## src/rtl/brPkg.sv

```systemverilog
package brPkg;
  typedef enum logic [1:0] {
    OP_NONE = 2'b00,
    OP_BEQ  = 2'b01,
    OP_BNE  = 2'b10,
    OP_JMP  = 2'b11
  } brOp_e;

  typedef struct packed {
    logic fwdA;
    logic fwdB;
    logic selJump;
  } brStrobe_t;
endpackage

```

## src/rtl/brCtrl.sv

```systemverilog
module brCtrl
  import brPkg::*;
#(
  parameter int RIDX_W = 5
) (
  input  logic              clk,
  input  logic              rstN,
  input  logic [1:0]        opD,
  input  logic [RIDX_W-1:0] rsIdx,
  input  logic [RIDX_W-1:0] rtIdx,
  input  logic              exWrEn,
  input  logic [RIDX_W-1:0] exWrIdx,
  input  logic              memWrEn,
  input  logic              memIsLoad,
  input  logic [RIDX_W-1:0] memWrIdx,
  input  logic              eqFlag,
  output brStrobe_t         strobes,
  output logic              pcSel,
  output logic              stallReq
);
  localparam int NSRC = 2;

  brOp_e opK;
  logic isCond;
  logic [RIDX_W-1:0] srcIdx [NSRC];
  logic [NSRC-1:0] hzEx;
  logic [NSRC-1:0] hzLd;
  logic [NSRC-1:0] fwdMem;

  assign opK       = brOp_e'(opD);
  assign isCond    = (opK == OP_BEQ) || (opK == OP_BNE);
  assign srcIdx[0] = rsIdx;
  assign srcIdx[1] = rtIdx;

  for (genvar k = 0; k < NSRC; k++) begin : gSrc
    logic live;
    assign live      = isCond && (srcIdx[k] != '0);
    assign hzEx[k]   = live && exWrEn && (exWrIdx == srcIdx[k]);
    assign hzLd[k]   = live && memWrEn && memIsLoad && (memWrIdx == srcIdx[k]);
    assign fwdMem[k] = live && memWrEn && !memIsLoad && (memWrIdx == srcIdx[k]);
  end

  assign stallReq        = (|hzEx) || (|hzLd);
  assign strobes.fwdA    = fwdMem[0];
  assign strobes.fwdB    = fwdMem[1];
  assign strobes.selJump = (opK == OP_JMP);

  always_comb begin
    pcSel = 1'b0;
    unique case (opK)
      OP_JMP:  pcSel = 1'b1;
      OP_BEQ:  pcSel = !stallReq && eqFlag;
      OP_BNE:  pcSel = !stallReq && !eqFlag;
      default: pcSel = 1'b0;
    endcase
  end

  AST_STALL_NO_REDIRECT: assert property (@(posedge clk) disable iff (!rstN)
    stallReq |-> !pcSel);
  AST_JUMP_TAKEN: assert property (@(posedge clk) disable iff (!rstN)
    (opD == 2'b11) |-> (pcSel && !stallReq));
  AST_IDLE_QUIET: assert property (@(posedge clk) disable iff (!rstN)
    (opD == 2'b00) |-> (!pcSel && !stallReq));
  AST_ZERO_NO_HAZARD: assert property (@(posedge clk) disable iff (!rstN)
    ((rsIdx == '0) && (rtIdx == '0)) |-> (!stallReq && !strobes.fwdA && !strobes.fwdB));
endmodule

```

## src/rtl/brDatapath.sv

```systemverilog
module brDatapath
  import brPkg::*;
#(
  parameter int XLEN   = 32,
  parameter int OFF_W  = 16,
  parameter int JIDX_W = 26
) (
  input  logic              clk,
  input  logic              rstN,
  input  brStrobe_t         strobes,
  input  logic [XLEN-1:0]   rsVal,
  input  logic [XLEN-1:0]   rtVal,
  input  logic [XLEN-1:0]   memResult,
  input  logic [JIDX_W-1:0] immD,
  input  logic [XLEN-1:0]   pcD,
  output logic              eqFlag,
  output logic [XLEN-1:0]   targetPc
);
  localparam int ALIGN_W = 2;
  localparam int SEXT_W  = XLEN - OFF_W - ALIGN_W;
  localparam int PCHI_W  = XLEN - JIDX_W - ALIGN_W;
  localparam logic [XLEN-1:0] PC_STEP = XLEN'(1 << ALIGN_W);

  logic [XLEN-1:0] regVal [2];
  logic [XLEN-1:0] opnd   [2];
  logic [1:0]      useFwd;
  logic [XLEN-1:0] bitEq;
  logic [XLEN-1:0] pcNext, brTarget, jTarget, offExt;

  assign regVal[0] = rsVal;
  assign regVal[1] = rtVal;
  assign useFwd    = {strobes.fwdB, strobes.fwdA};

  for (genvar k = 0; k < 2; k++) begin : gOpnd
    assign opnd[k] = useFwd[k] ? memResult : regVal[k];
  end

  for (genvar i = 0; i < XLEN; i++) begin : gXnor
    assign bitEq[i] = ~(opnd[0][i] ^ opnd[1][i]);
  end
  assign eqFlag = &bitEq;

  assign pcNext   = pcD + PC_STEP;
  assign offExt   = {{SEXT_W{immD[OFF_W-1]}}, immD[OFF_W-1:0], {ALIGN_W{1'b0}}};
  assign brTarget = pcNext + offExt;
  assign jTarget  = {pcNext[XLEN-1 -: PCHI_W], immD, {ALIGN_W{1'b0}}};
  assign targetPc = strobes.selJump ? jTarget : brTarget;

  AST_EQ_MATCH: assert property (@(posedge clk) disable iff (!rstN)
    (opnd[0] == opnd[1]) == eqFlag);
endmodule

```

## src/rtl/brResolveTop.sv

```systemverilog
module brResolveTop
  import brPkg::*;
#(
  parameter int XLEN   = 32,
  parameter int RIDX_W = 5,
  parameter int OFF_W  = 16,
  parameter int JIDX_W = 26
) (
  input  logic              clk,
  input  logic              rstN,
  input  logic [1:0]        opD,
  input  logic [RIDX_W-1:0] rsIdx,
  input  logic [RIDX_W-1:0] rtIdx,
  input  logic [XLEN-1:0]   rsVal,
  input  logic [XLEN-1:0]   rtVal,
  input  logic [JIDX_W-1:0] immD,
  input  logic [XLEN-1:0]   pcD,
  input  logic              exWrEn,
  input  logic [RIDX_W-1:0] exWrIdx,
  input  logic              memWrEn,
  input  logic              memIsLoad,
  input  logic [RIDX_W-1:0] memWrIdx,
  input  logic [XLEN-1:0]   memResult,
  output logic              pcSel,
  output logic [XLEN-1:0]   targetPc,
  output logic              stallReq
);
  brStrobe_t strobes;
  logic eqFlag;

  brCtrl #(.RIDX_W(RIDX_W)) u_ctrl (
    .clk(clk), .rstN(rstN), .opD(opD), .rsIdx(rsIdx), .rtIdx(rtIdx),
    .exWrEn(exWrEn), .exWrIdx(exWrIdx), .memWrEn(memWrEn),
    .memIsLoad(memIsLoad), .memWrIdx(memWrIdx), .eqFlag(eqFlag),
    .strobes(strobes), .pcSel(pcSel), .stallReq(stallReq)
  );

  brDatapath #(.XLEN(XLEN), .OFF_W(OFF_W), .JIDX_W(JIDX_W)) u_dp (
    .clk(clk), .rstN(rstN), .strobes(strobes), .rsVal(rsVal), .rtVal(rtVal),
    .memResult(memResult), .immD(immD), .pcD(pcD), .eqFlag(eqFlag),
    .targetPc(targetPc)
  );
endmodule

```

## config.mk

```make
export PLATFORM = sky130hd
export DESIGN_NAME = brResolveTop
export DESIGN_NICKNAME = d
export VERILOG_FILES = /design/src/rtl/brPkg.sv /design/src/rtl/brCtrl.sv /design/src/rtl/brDatapath.sv /design/src/rtl/brResolveTop.sv
export SDC_FILE = /design/constraint.sdc
export NUM_CORES = 1
export LEC_CHECK = 0
export ABC_AREA = 1
export BUFFER_PORTS_ARGS = -buffer_cell sky130_fd_sc_hd__buf_2
export CORE_UTILIZATION = 47
export DETAILED_ROUTE_END_ITERATION = 6
export GPL_ROUTABILITY_DRIVEN = 0
export PLACE_DENSITY = 0.81
export SKIP_LAST_GASP = 1
export SLEW_MARGIN = 10
export SYNTH_ARGS = -nofsm -noshare
export SYNTH_HDL_FRONTEND = slang
export SYNTH_SLANG_ARGS = --single-unit
```

## constraint.sdc

```tcl
create_clock -name vclk -period 3.57
set_clock_uncertainty 0.2 [all_clocks]
set_input_delay 0.1785 -clock vclk [all_inputs]
set_output_delay 0.1785 -clock vclk [all_outputs]
set_load 0.03 [all_outputs]
```

==> results.toml <==
[status]
status = "finished with violations"
violations = "DRC, setup timing"

[finish]
fillerInstances = 982
drive_gt1_share_pct = 32.2
clkbuf_count = 0
final_nets = 1617
layout_commonest_cell = "nand2_1"
layout_common_cells = "nand2_1, buf_2, inv_1"
numSequentialCells = 0
syn_to_final_growth_pct = 46.1
final-seq-area_um2 = 0
multi_input_area_mm2 = 0.00511
postLayoutCoreUtil_pct = 70.3

[placement]
port_buffers = 213
pre_cts_slack_ns = -0.352
hpwl_mm = 14.3

[synthesis]
postSynthAreaPerCell_um2 = 4.84
syn_inst = 1136
ys_types = 41
syn-cell-area_mm2 = 0.00549
synthesis.nets = 1351
ys_warn_count = 0
synth-seq-area-share_pct = 0

[sta]
worst_slack_ns = -0.717
rsz0062_at_grt = "true"
period_needed_ns = 4.29
fmax_mhz = 233
slew_headroom_pct = 31.9
finalCritPeriodShare_pct = 120
drv_slew = 0
worst_pin_slew_ns = 1.01
hold_ws_ns = 0.468
setup_viol = 17
setup_tns_ns = -7.17
finalHoldViolCount = 0

[critical_path]
crit_fanout = 3
cp-end-kind = "primary output"
cp-start-kind = "input pin"
worstPathRequired_ns = 3.19
worst_ep_arrival_time_ns = 3.91
worst-setup-path-type = "input pin to primary output"

[floorplanning]
dieArea_mm2 = 0.0121
start_util_pct = 48.1
ios = 215
die-width_um = 110
core_area_mm2 = 0.0114
fp.dieH_um = 110
rows = 39

[route]
vias_per_cell = 5.63
drt_iter0_markers = 822
drtAntennaViolNets = 0
drt-total-wl_mm = 23.8
route.vias.total = 8704
drcViolationCount = 9
first_pass_iters = 7
wl_per_cell_um = 15.4

[power]
cellPowerDensity_mw_per_mm2 = 162
ir_drop_v = 0.000170
power.leakage_nw = 4.85

[global_routing]
grt_usage_pct = 32.4
grt_first_pass_wirelength_mm = 32.2
antenna_found_initial = 4
grt_pass1_vias = 7426
grt-ovfl-total = 0
grt_max_degree = 69

[flow_run]
maxCapViolCount = 0

[clocking]
holdBufCountCts = 0

[min_path]
hp-class = "input pin to primary output"
-- report_power, final --
group	internal (mW)	total, mW	switching [mW]
Clock	0.000000150	0.000000150	0
Combinational	0.504	1.30	0.793
Sequential	0	0	0
-- what timing repair did --
| action | CTS | global route |
|---|---|---|
| pin swaps | 27 | 44 |
| setup endpoints to repair | 13 | 18 |
| resized for setup | 90 | 84 |
| setup buffers | 15 | 12 |
-- critical path, cell delays in order --
cell and delay, ns:
buf_8 0.09, ha_4 0.14, nand2_4 0.05, nor2_4 0.13, nand3_4 0.09, nor4_4 0.27
nand3_2 0.13, or2_4 0.33, inv_2 0.08, nand4_1 0.18, xor2_1 0.22, inv_1 0.14
ha_4 0.34, buf_6 0.12, nand2_4 0.07, nor2_2 0.18, nand3_2 0.15, nor3_2 0.18
nand2_1 0.08, o211ai_1 0.13, xor2_1 0.19, nand2_1 0.08, o21ai_1 0.13, buf_4 0.21
-- area by class of cell --
cell class	instances	area share, %
multi-input cells	896	63.7
inverters	193	9.12
repair buffers	311	24.8
well taps	143	2.23
diodes	4	0.125
-- path summary, 6_finish.rpt --
check	from	to	slack (ns)	depth (start not counted)
worst max-delay path	pcD[3]	targetPc[28]	-0.72	24
worst min-delay path	immD[17]	targetPc[19]	0.47	4
-- stage by stage --
stage	area [um2]	total power, mW	std cells
final	8020	1.30	1547
after global placement	7140	1.02	1516
after CTS	7620	1.12	1531
after detailed placement	7140	1.04	1516
after floorplan	5530	0.647	1136
after global routing	8020	1.41	1547
-- cells by family after synthesis --
| group | count (synthesis) | share of synthesized area, % |
|---|---|---|
| compound gates | 109 | 10.8 |
| fa+ha+maj | 34 | 7.88 |
| buf+inv | 240 | 17.7 |
| simple gates | 714 | 57.4 |
| xor+xnor | 39 | 6.22 |
-- Yosys cell counts (all sizes together), types with 2 or more instances --
master	instances	area [um2]
a31oi	9	56.3
nor2	58	246
nor4	4	40.0
o21ai	42	210
o21a	3	22.5
a31o	2	17.5
a21o	2	15.0
nand3	49	260
xor2	26	228
or2	19	119
a21oi	46	234
nand4	101	632
clkbuf	17	63.8
ha	33	413
nor3	15	90.1
nand2	467	1760
inv	192	721
buf	30	183
xnor2	13	114
-- metal layers --
layer	GRT usage (%)	routed length (um)	up-vias
li1	-	-	4159
met1	39.3	8420	3760
met2	57.1	11100	593
met3	3.47	2460	190
met4	14.9	1800	2
met5	0	34	-
Note: power is estimated with default switching activity, not from simulation.
